`src/rtl/xcvr_inv_pkg.sv`:
```
package xcvr_inv_pkg;

    typedef enum logic [1:0] {
        EK_PASS  = 2'd0,
        EK_LATCH = 2'd1,
        EK_REG   = 2'd2
    } elem_kind_e;

    typedef struct packed {
        elem_kind_e ab;
        elem_kind_e ba;
    } mode_cfg_t;

    localparam logic [1:0] MODE_LATCH = 2'b00;
    localparam logic [1:0] MODE_PASS  = 2'b01;
    localparam logic [1:0] MODE_REG   = 2'b10;
    localparam logic [1:0] MODE_SPLIT = 2'b11;

    function automatic mode_cfg_t decode_mode(input logic [1:0] sel);
        mode_cfg_t c;
        case (sel)
            MODE_LATCH: begin c.ab = EK_LATCH; c.ba = EK_LATCH; end
            MODE_PASS:  begin c.ab = EK_PASS;  c.ba = EK_PASS;  end
            MODE_REG:   begin c.ab = EK_REG;   c.ba = EK_REG;   end
            default:    begin c.ab = EK_REG;   c.ba = EK_LATCH; end
        endcase
        return c;
    endfunction

endpackage

```
`src/rtl/xcvr_lane.sv`:
```
module xcvr_lane
    import xcvr_inv_pkg::*;
#(
    parameter int WIDTH = 9
) (
    input  logic             clk,
    input  logic             rst,
    input  elem_kind_e       kind,
    input  logic             stb,
    input  logic [WIDTH-1:0] d_in,
    output logic [WIDTH-1:0] d_out
);

    logic [WIDTH-1:0] held;
    logic             stb_q;
    logic             stb_rise;

    assign stb_rise = stb && !stb_q;

    always_ff @(posedge clk) begin
        if (rst) begin
            held  <= '0;
            stb_q <= 1'b1;
        end else begin
            stb_q <= stb;
            case (kind)
                EK_REG:   if (stb_rise) held <= d_in;
                EK_LATCH: if (!stb)     held <= d_in;
                default:  held <= held;
            endcase
        end
    end

    always_comb begin
        case (kind)
            EK_PASS:  d_out = ~d_in;
            EK_LATCH: d_out = stb ? ~held : ~d_in;
            default:  d_out = ~held;
        endcase
    end

endmodule

```
`src/rtl/xcvr_oc_drv.sv`:
```
module xcvr_oc_drv #(
    parameter int WIDTH = 9
) (
    input  logic [WIDTH-1:0] drv,
    input  logic             en_hi,
    input  logic             dis_hi,
    input  logic             hold,
    output logic [WIDTH-1:0] pd
);

    logic active;

    assign active = en_hi && !dis_hi && !hold;

    for (genvar i = 0; i < WIDTH; i++) begin : g_bit
        assign pd[i] = active && !drv[i];
    end

endmodule

```
`src/rtl/xcvr_inv_top.sv`:
```
module xcvr_inv_top
    import xcvr_inv_pkg::*;
#(
    parameter int WIDTH = 9
) (
    input  logic             clk,
    input  logic             rst,
    input  logic [1:0]       mode_sel,
    input  logic             stb_ab,
    input  logic             stb_ba,
    input  logic             oe_a,
    input  logic             b_en,
    input  logic             b_dis,
    input  logic             pwr_hold,
    input  logic [WIDTH-1:0] a_in,
    output logic [WIDTH-1:0] a_out,
    output logic             a_oe,
    input  logic [WIDTH-1:0] b_in,
    output logic [WIDTH-1:0] b_pd
);

    mode_cfg_t        cfg;
    logic [WIDTH-1:0] ab_drv;
    logic [WIDTH-1:0] ba_drv;

    assign cfg = decode_mode(mode_sel);

    xcvr_lane #(.WIDTH(WIDTH)) u_lane_ab (
        .clk   (clk),
        .rst   (rst),
        .kind  (cfg.ab),
        .stb   (stb_ab),
        .d_in  (a_in),
        .d_out (ab_drv)
    );

    xcvr_lane #(.WIDTH(WIDTH)) u_lane_ba (
        .clk   (clk),
        .rst   (rst),
        .kind  (cfg.ba),
        .stb   (stb_ba),
        .d_in  (b_in),
        .d_out (ba_drv)
    );

    xcvr_oc_drv #(.WIDTH(WIDTH)) u_oc_drv (
        .drv    (ab_drv),
        .en_hi  (b_en),
        .dis_hi (b_dis),
        .hold   (pwr_hold),
        .pd     (b_pd)
    );

    assign a_out = ba_drv;
    assign a_oe  = oe_a;

endmodule

```
`config.mk`:
```
export PLATFORM = sky130hd
export DESIGN_NAME = xcvr_inv_top
export DESIGN_NICKNAME = d
export VERILOG_FILES = /design/src/rtl/xcvr_inv_pkg.sv /design/src/rtl/xcvr_lane.sv /design/src/rtl/xcvr_oc_drv.sv /design/src/rtl/xcvr_inv_top.sv
export SDC_FILE = /design/constraint.sdc
export NUM_CORES = 1
export LEC_CHECK = 0
export ABC_AREA = 1
export BUFFER_PORTS_ARGS = -buffer_cell sky130_fd_sc_hd__buf_4
export CELL_PAD_IN_SITES_DETAIL_PLACEMENT = 1
export CELL_PAD_IN_SITES_GLOBAL_PLACEMENT = 2
export CORE_UTILIZATION = 24
export DETAILED_ROUTE_END_ITERATION = 8
export PLACE_DENSITY_LB_ADDON = 0.1
export SKIP_LAST_GASP = 1
export SLEW_MARGIN = 20
export SYNTH_ARGS = -nofsm -noshare
export SYNTH_HDL_FRONTEND = slang
export SYNTH_SLANG_ARGS = --single-unit
```
`constraint.sdc`:
```
create_clock -name clk -period 2.7 [get_ports clk]
set_input_delay 0.81 -clock clk [delete_from_list [all_inputs] [get_ports clk]]
set_output_delay 0.81 -clock clk [all_outputs]
set_load 0.01 [all_outputs]
```
==> impl_metrics.tcl, run 1 <==
set metrics [dict create \
    maxSlewHeadroom_pct 53.8 \
    cp_cell_sequence "buf_6 -> buf_6 -> ha_4 -> buf_6 -> a21oi_4 -> buf_6 -> nor2_1 -> nor2_1 -> buf_4" \
    max_stage_delay_ps 160 \
    final_nets 295 \
    met3_usage_pct 1.76 \
    crit_slowest_cell "ha_4" \
    multi_input_area_um2 845 \
    cts_buffers 3 \
    grt_use_met2_pct 29.7 \
    final_util_pct 40.7 \
    drtIter0Drc 41 \
    core_um2 4880 \
    reg2reg_depth 6 \
    synthDistinctLibCells 18 \
    ys_seq_area_share_pct 31.8 \
    cts_root_buffer "clkbuf_8" \
    routed_wl_um 4220 \
    clkLatencyLatePin_ps 260 \
    drtAntennaViolNets 0 \
    hp-start "u_lane_ab.held[8]$_SDFFE_PP0P_" \
    tns_ps 0 \
    cap_violations 0 \
    required_ps 1890 \
    synth-seq-cells 20 \
    port-buffer-count 44 \
    tightest_slew_ps 693 \
    crit_top_cell "buf_6" \
    grt_use_met1_pct 20.0 \
    worstHoldPathCells 2 \
    syn_to_final_growth_pct 57.9 \
    clock_sinks 20 \
    drive_gt1_share_pct 32.4 \
    netlist_area_um2 1260 \
    synth_top_family_by_area "simple AND/OR/NAND/NOR gates" \
    grt_max_degree 21 \
    grt-busiest-layer "met2" \
    whs_ps 490 \
    gp_congestion 0.737 \
    start_util_pct 25.8 \
    clk_pin_slew_ps 90 \
    synth_mux_area_share_pct 0 \
    grt_overflow 0 \
    die_h_um 74.4 \
    finalClockSkew_ps 3.36 \
    post-dp-hpwl_um 2830 \
    start_kind "input pin" \
    synth-simple-area-share_pct 39.6 \
    r2r-start "u_lane_ab.stb_q$_SDFF_PP1_" \
    viasPerCell 4.40 \
    grt_use_total_pct 16.1 \
    cp.depth 9 \
    syn_nets 234 \
    drc 0 \
    placementRows 25 \
    die-area_um2 5530 \
    syn_area_per_cell_um2 6.23 \
    drt-pass1-iter-count 4 \
    min_to "u_lane_ab.held[8]$_SDFFE_PP0P_" \
    power.density_nw_per_um2 466 \
    nFillCells 661 \
    peakVddDrop_mv 0.186 \
    clock.fmax_mhz 372 \
    crit_fanout 6 \
    r2r-end "u_lane_ab.held[6]$_SDFFE_PP0P_" \
    crit_family "buffers and inverters" \
    status "completed" \
    cp.arrival_ps 1880 \
    tritoncts "built" \
    clk_path_buf_depth 2 \
    r2r_slack_ps 1670 \
    hold_viol 0 \
    end_kind "output port" \
    min_period_over_period_pct 99.5 \
    finalSetupViolations 0 \
    die_x_um 74.4 \
    synthAdderAreaFrac_pct 3.98 \
    via_count 1447 \
    ios 47 \
    synth_xor_area_share_pct 0 \
    maxSlewViolCount 0 \
    crit_buf_inv 5 \
    power_leakage_uw 0.00100 \
    crit_start "mode_sel[0]" \
    crit_type "in2out" \
    period_minus_slack_ps 2690 \
    routedWlPerCell_um 12.8 \
    grt_pass1_wl_um 6850 \
    antenna_found_initial 0 \
    num_antenna_cells 0 \
    yosysWarnings 0 \
    grt_pass1_vias 1437 \
    rsz0062_at_grt "yes" \
    hp-class "reg2reg" \
    synth_compound_area_share_pct 13.1 \
    regArea_um2 400 \
    htree_levels 1 \
    syn-instance-count 202 \
]
-- worst max-delay path by stage --
stage               endpoint  slack, ps
global route         b_pd[2]        -50
CTS                 a_out[2]        -30
global placement    a_out[0]       -310
detailed placement  a_out[4]       -300
floorplan           a_out[0]         40
finish               b_pd[3]         10
-- worst min-delay path: cells and delay by family (launching register included) --
family / cells / cell delay, ps
DFF: 1 / 330
and+or+nand+nor: 2 / 130
-- synthesized netlist by cell type --
cell,n,area (um^2)
nand3_1,18,90.1
nand2_1,34,128
a21oi_2,1,8.76
nor3b_2,1,12.5
clkbuf_1,2,7.51
nand3b_4,1,20.0
nor2_2,2,12.5
ha_1,4,50.1
nand4_4,1,21.3
buf_6,2,22.5
clkbuf_2,1,5.00
dfxtp_1,20,400
o21bai_2,1,11.3
o21ai_0,18,90.1
nor2_1,57,214
buf_4,1,7.51
inv_1,27,101
a21oi_1,11,55.1
-- cells in the final DEF, fill, tap and decap left out, drive strengths merged, types with 2 or more instances in the layout --
master,instances
nor2,60
buf,59
nand2,34
inv,27
dfxtp,20
nand3,18
o21ai,18
a21oi,13
ha,4
clkbuf,3
o21bai,2
-- registers in the layout, indices dropped and copies added, names as in the netlist --
| name | count |
|---|---|
| u_lane_ab.held | 9 |
| u_lane_ba.held | 9 |
| u_lane_ab.stb_q | 1 |
| u_lane_ba.stb_q | 1 |
-- metal layers --
metal  part of all wire [%]  routed length [um]
met1                     47                1990
met2                     49                2070
met3                    3.5                 146
met4                   0.40                  17
met5                      0                   0
-- area by class of cell --
type	count	share of cell area (%)
Sequential cell	20	20.2
Clock inverter	1	1.51
Multi-Input combinational cell	152	42.5
Tap cell	67	4.22
Clock buffer	3	2.08
Timing Repair Buffer	59	24.0
Inverter	27	5.48
-- where the power goes --
part	leakage (uW)	switching, uW	internal [uW]	total [uW]
Combinational	0.000802	149	134	283
Clock	0.0000357	111	198	309
Sequential	0.000166	12.8	320	333
-- timing repair --
action	4_1_cts	5_1_grt
hold buffers	0	0
pin swaps	2	14
resized for setup	14	28
gates cloned	1	2
buffers inserted	0	1
setup endpoints to repair	18	18
hold endpoints to repair	0	0
-- cells by family after synthesis --
kind of cell	after synthesis
AO/OA/AOI/OAI	31
adder cells (fa/ha/maj)	4
buffers and inverters	33
flip-flops	20
AND/OR/NAND/NOR	114
-- metrics by stage --
step | std cells | power, uW | setup WS (ps) | cell area (um^2)
final | 329 | 924 | 12.7 | 1990
after floorplan | 202 | 464 | 42.7 | 1260
after CTS | 326 | 911 | -26.4 | 1880
after detailed placement | 322 | 583 | -305 | 1740
after global placement | 322 | 581 | -309 | 1740
after global routing | 329 | 984 | -48.1 | 1990
No activity file was read; power rests on OpenSTA's default activity.
==> inputs of run 2 (changes only) <==
--- a/config.mk
+++ b/config.mk
@@ -7,11 +7,10 @@
 export LEC_CHECK = 0
 export ABC_AREA = 1
 export BUFFER_PORTS_ARGS = -buffer_cell sky130_fd_sc_hd__buf_4
-export CELL_PAD_IN_SITES_DETAIL_PLACEMENT = 1
-export CELL_PAD_IN_SITES_GLOBAL_PLACEMENT = 2
-export CORE_UTILIZATION = 24
+export CORE_UTILIZATION = 40
 export DETAILED_ROUTE_END_ITERATION = 8
-export PLACE_DENSITY_LB_ADDON = 0.1
+export HOLD_SLACK_MARGIN = 0.06
+export PLACE_DENSITY = 0.67
 export SKIP_LAST_GASP = 1
 export SLEW_MARGIN = 20
 export SYNTH_ARGS = -nofsm -noshare
==> impl_metrics.tcl, run 2 (same netlist as run 1, synthesis figures left out) <==
set metrics [dict create \
    required_ps 1890 \
    layout_common_cells "nor2_1 (54), buf_4 (53), nand2_1 (34)" \
    grt_use_total_pct 20.6 \
    power_leakage_uw 0.000982 \
    rsz0062_at_grt "no" \
    finalSetupViolations 0 \
    viasPerCell 4.66 \
    period_minus_slack_ps 2650 \
    clock.fmax_mhz 377 \
    stdcell_area_um2 1890 \
    port-buffer-count 44 \
    core_um2 2880 \
    status "complete, but fails checks" \
    placed_cell_area_um2 1700 \
    dp.cells 296 \
    cts_hold_buffers 0 \
    clk_pin_slew_ps 120 \
    cp.arrival_ps 1840 \
    routed_wl_um 3320 \
    drive_gt1_share_pct 31.4 \
    min_period_over_period_pct 98.3 \
    hp-class "reg2reg" \
    crit_fanout 4 \
    die_x_um 58.1 \
    routedWlPerCell_um 11.0 \
    grt_overflow 0 \
    grt_max_degree 21 \
    drc 4 \
    layout_commonest_cell "nor2_1" \
    cts_root_buffer "clkbuf_4" \
    drtIter0Drc 59 \
    grt_pass1_vias 1239 \
    placementRows 19 \
    start_kind "input pin" \
    maxSlewHeadroom_pct 55.1 \
    p_sw_share_pct 29.1 \
    die-area_um2 3370 \
    drtAntennaViolNets 0 \
    combPwrFrac_pct 31.4 \
    final_nets 294 \
    tns_ps 0 \
    p_clk_share_pct 29.4 \
    post-dp-hpwl_um 2150 \
    power.density_nw_per_um2 449 \
    ios 47 \
    grt-busiest-layer "met2" \
    die_h_um 58.1 \
    gp_congestion 0.724 \
    htree_levels 1 \
    clkLatencyLatePin_ps 300 \
    met3_usage_pct 3.13 \
    via_count 1411 \
    crit_type "in2out" \
    top_regs "u_lane_ab.held x9, u_lane_ba.held x9" \
    tightest_slew_ps 673 \
    cap_violations 0 \
    drt-pass1-iter-count 6 \
    tritoncts "built" \
    grt_use_met1_pct 27.1 \
    end_kind "output port" \
    switchingPower_uw 247 \
    grt_pass1_wl_um 5550 \
    start_util_pct 43.7 \
    peakVddDrop_mv 0.213 \
    p_int_uw 600 \
    cts_buffers 3 \
    violations "design-rule violations" \
    power_frac_seq_pct 39.2 \
    num_antenna_cells 0 \
    antenna_found_initial 0 \
    finalClockSkew_ps 2.66 \
    grt_use_met2_pct 35.3 \
    clock_sinks 20 \
    clk_path_buf_depth 2 \
    hold_viol 0 \
    syn_to_final_growth_pct 50.0 \
    maxSlewViolCount 0 \
    final_cells 303 \
]
[run 2: changes by cell type in the layout (fill, tap and decap cells not counted), moves of 2 or more]
cell / change
nor2_2: +2
nor2_4: -2
o21ai_0: +7
buf_4: +2
inv_4: +2
clkbuf_4: +3
clkbuf_8: -3
o21ai_1: -6
[run 2: cell type report]
| cell class | instances | area [um^2] |
|---|---|---|
| Multi-Input combinational cell | 151 | 810 |
| Sequential cell | 20 | 400 |
| Tap cell | 42 | 52.6 |
| Clock buffer | 3 | 22.5 |
| Inverter | 27 | 106 |
| Fill cell | 285 | 990 |
| Clock inverter | 1 | 30.0 |
| Timing Repair Buffer | 59 | 465 |
[run 2: layer usage]
layer  share of wire, %  vias to the layer above
met4               0.48                        0
met2                 46                       40
met3                5.4                        2
met5                  0                        -
met1                 48                      618
li1                   -                      751
[run 2: stage by stage]
step | util, % | power (uW) | setup WS (ps) | hold WS, ps
floorplan | - | 464 | 42.7 | 450
global placement | 59.2 | 568 | -249 | 458
detailed placement | 59.2 | 571 | -247 | 470
CTS | 64.2 | 845 | 21.1 | 498
global route | 65.6 | 897 | 0.874 | 504
finish | 65.6 | 847 | 46.7 | 494
[run 2: what timing repair did]
item                                    4_1_cts  5_1_grt
pin swaps                                     4        4
cloned                                        2        2
buffers inserted                              1        0
gates resized for setup                      19        8
endpoints found under the setup margin       18       17
[run 2: worst max-delay path, stage by stage]
cell and delay [ps]:
buf_4 100, inv_4 50, ha_4 170, nand2_1 90
inv_2 70, nor2_2 200, o21ai_0 110, nor2_1 120
buf_4 130
[run 2: path summary, 6_finish.rpt]
kind                                                startpoint                             end  slack, ps  cells past startpoint
worst max-delay path                               mode_sel[1]                         b_pd[5]         50                      9
worst min-delay path            u_lane_ab.held[1]$_SDFFE_PP0P_  u_lane_ab.held[1]$_SDFFE_PP0P_        490                      2
worst min register to register  u_lane_ab.held[1]$_SDFFE_PP0P_  u_lane_ab.held[1]$_SDFFE_PP0P_        490                      2
worst max register to register      u_lane_ba.stb_q$_SDFF_PP1_  u_lane_ba.held[7]$_SDFFE_PP0P_       1680                      4
[run 2: power groups by stage]
stage          logic, uW  registers, uW  clock network (uW)
2_1_floorplan        129            335                   0
3_3_place_gp         230            338                   0
3_5_place_dp         233            338                   0
4_1_cts              257            331                 257
5_1_grt              296            334                 267
6_report             266            332                 249
==> inputs of run 3 (changes only) <==
--- a/config.mk
+++ b/config.mk
@@ -5,12 +5,13 @@
 export SDC_FILE = /design/constraint.sdc
 export NUM_CORES = 1
 export LEC_CHECK = 0
-export ABC_AREA = 1
+export ABC_AREA = 0
 export BUFFER_PORTS_ARGS = -buffer_cell sky130_fd_sc_hd__buf_4
 export CORE_UTILIZATION = 40
 export DETAILED_ROUTE_END_ITERATION = 8
 export HOLD_SLACK_MARGIN = 0.06
-export PLACE_DENSITY = 0.67
+export MAX_ROUTING_LAYER = met4
+export PLACE_DENSITY = 0.68
 export SKIP_LAST_GASP = 1
 export SLEW_MARGIN = 20
 export SYNTH_ARGS = -nofsm -noshare
==> impl_metrics.tcl, run 3 <==
set metrics [dict create \
    ys_seq_area_share_pct 33.8 \
    synthArstFlopShare_pct 0 \
    die_h_um 56.4 \
    crit_fanout 9 \
    synth_top_area_share_pct 33.8 \
    drc 0 \
    drtIter0Drc 20 \
    drive_gt1_share_pct 41.5 \
    synthTopCellsByCount "nand2b_1 (36), dfxtp_1 (20), mux2i_1 (18), o221a_1 (9), o22ai_1 (9)" \
    die_x_um 56.4 \
    min_period_over_period_pct 99.2 \
    viasPerCell 5.31 \
    tightest_slew_ps 272 \
    grt_pass1_wl_um 4440 \
    yosysMostFrequentCell "nand2b_1" \
    gp_congestion 0.681 \
    crit_family "buffers and inverters" \
    synthDistinctLibCells 22 \
    period_minus_slack_ps 2680 \
    antenna_found_initial 0 \
    drt-pass1-iter-count 4 \
    synth-seq-cells 20 \
    cts_hold_buffers 0 \
    htree_levels 1 \
    crit_top_cell "buf_4" \
    hold_viol 0 \
    ios 47 \
    grt_max_degree 39 \
    max_stage_delay_ps 290 \
    synth_flop_cell "dfxtp_1" \
    power.density_nw_per_um2 421 \
    die-area_um2 3180 \
    grt_use_total_pct 17.7 \
    finalClockSkew_ps 0.709 \
    tns_ps 0 \
    hp-class "reg2reg" \
    start_util_pct 42.6 \
    synth_area_leader_cell "dfxtp_1" \
    maxSlewViolCount 0 \
    maxSlewHeadroom_pct 81.8 \
    clock.fmax_mhz 373 \
    final_cells 202 \
    finalSetupViolations 0 \
    power_leakage_uw 0.000785 \
    dp.cells 197 \
    tritoncts "built" \
    syn_area_per_cell_um2 9.78 \
    cp_cell_sequence "buf_4 -> inv_2 -> ha_4 -> inv_1 -> a21oi_2 -> buf_6 -> o22ai_2 -> buf_4" \
    drtAntennaViolNets 0 \
    clkLatencyLatePin_ps 290 \
    crit_buf_inv 5 \
    synthTopCellsByArea "dfxtp_1 (34%), nand2b_1 (19%), mux2i_1 (15%), o221a_1 (8.6%), o22ai_1 (4.8%)" \
    whs_ps 486 \
    num_antenna_cells 0 \
    syn_nets 153 \
    syn-instance-count 121 \
    cp.arrival_ps 1870 \
    power_uw 707 \
    grt_pass1_vias 1039 \
    layout_commonest_cell "buf_4" \
    clock_sinks 20 \
    layout_common_cells "buf_4 (52), nand2b_1 (36), dfxtp_1 (20)" \
    crit_type "in2out" \
    routedWlPerCell_um 13.7 \
    crit_slowest_cell "ha_4" \
    post-dp-hpwl_um 1890 \
    syn_to_final_growth_pct 41.9 \
    required_ps 1890 \
    final_nets 204 \
    clk_pin_slew_ps 110 \
    placementRows 19 \
    port-buffer-count 44 \
    cap_violations 0 \
    clk_path_buf_depth 2 \
    cts_root_buffer "clkbuf_4" \
    postCtsSetupBuffers 0 \
    core_um2 2780 \
    peakVddDrop_mv 0.250 \
    status "completed" \
    routed_wl_um 2770 \
    top_regs "u_lane_ab.held x9, u_lane_ba.held x9" \
    end_kind "output port" \
    via_count 1073 \
    netlist_area_um2 1180 \
    cts_buffers 3 \
    synth_edf_count 0 \
    grt_overflow 0 \
    yosysWarnings 0 \
    start_kind "input pin" \
]
-- run 3: cell types whose count changed in the layout (fill, tap and decap cells not counted), moves of 4 or more --
cell      delta
nor2_1      -54
nand2b_1    +36
nand2_1     -33
inv_1       -22
mux2i_1     +18
nand3_1     -18
o21ai_0     -17
a21oi_1     -10
o221a_1      +9
o22ai_1      +8
buf_6        -5
nor2_2       -4
-- run 3: worst paths after layout --
check / startpoint / endpoint / slack [ps] / cells after the start
setup / recovery: mode_sel[1] / a_out[7] / 20 / 8
hold / removal: u_lane_ab.held[1]$_SDFFE_PP0P_ / u_lane_ab.held[1]$_SDFFE_PP0P_ / 490 / 2
setup reg to reg: u_lane_ab.stb_q$_SDFF_PP1_ / u_lane_ab.held[7]$_SDFFE_PP0P_ / 1580 / 4
hold reg to reg: u_lane_ab.held[1]$_SDFFE_PP0P_ / u_lane_ab.held[1]$_SDFFE_PP0P_ / 490 / 2
-- run 3: stage by stage --
step                      util [%]  worst slack [ps]  cell area (um^2)
after floorplan                  -               156              1180
after global placement        56.6              -105              1570
after detailed placement      56.6              -110              1570
after CTS                     59.8              1.24              1660
after global routing          60.4             -37.9              1680
final                         60.4              22.0              1680
-- run 3: power breakdown --
group / switching [uW] / total [uW] / internal, uW
combinational: 93.9 / 210 / 116
clock: 92.0 / 174 / 82.1
sequential: 9.74 / 323 / 313
-- run 3: tightest hold or removal path, cell delays in order, from the launching register on --
cell and delay, ps:
dfxtp_1 330, nand2b_1 60, mux2i_1 60
-- run 3: layer usage --
| layer | vias up | global-route usage [%] | routed length, um | part of all wire [%] |
|---|---|---|---|---|
| met5 | - | - | 0 | 0 |
| met4 | 0 | 5.23 | 9 | 0.32 |
| met3 | 2 | 2.76 | 165 | 6.0 |
| met2 | 36 | 31.8 | 1380 | 50 |
| met1 | 501 | 20.3 | 1220 | 44 |
| li1 | 534 | - | - | - |
-- run 3: kinds of logic (layout without fill, tap and decap cells) --
group,count (synthesis),after routing,share of synthesized area [%]
buf+inv,12,61,5.18
mux,18,18,15.2
simple gates,43,43,23.9
compound gates,24,25,17.7
fa+ha+maj,4,4,4.23
flops,20,20,33.8
-- run 3: area by class of cell --
type	instances	area [um^2]
Tap cell	31	38.8
Timing Repair Buffer	53	402
Clock buffer	4	36.3
Multi-Input combinational cell	90	787
Fill cell	260	1100
Inverter	4	15.0
Sequential cell	20	400
-- run 3: what timing repair did --
item,4_1_cts,5_1_grt
pin swaps,1,0
cloned,1,0
endpoints found under the setup margin,18,18
gates resized for setup,9,5
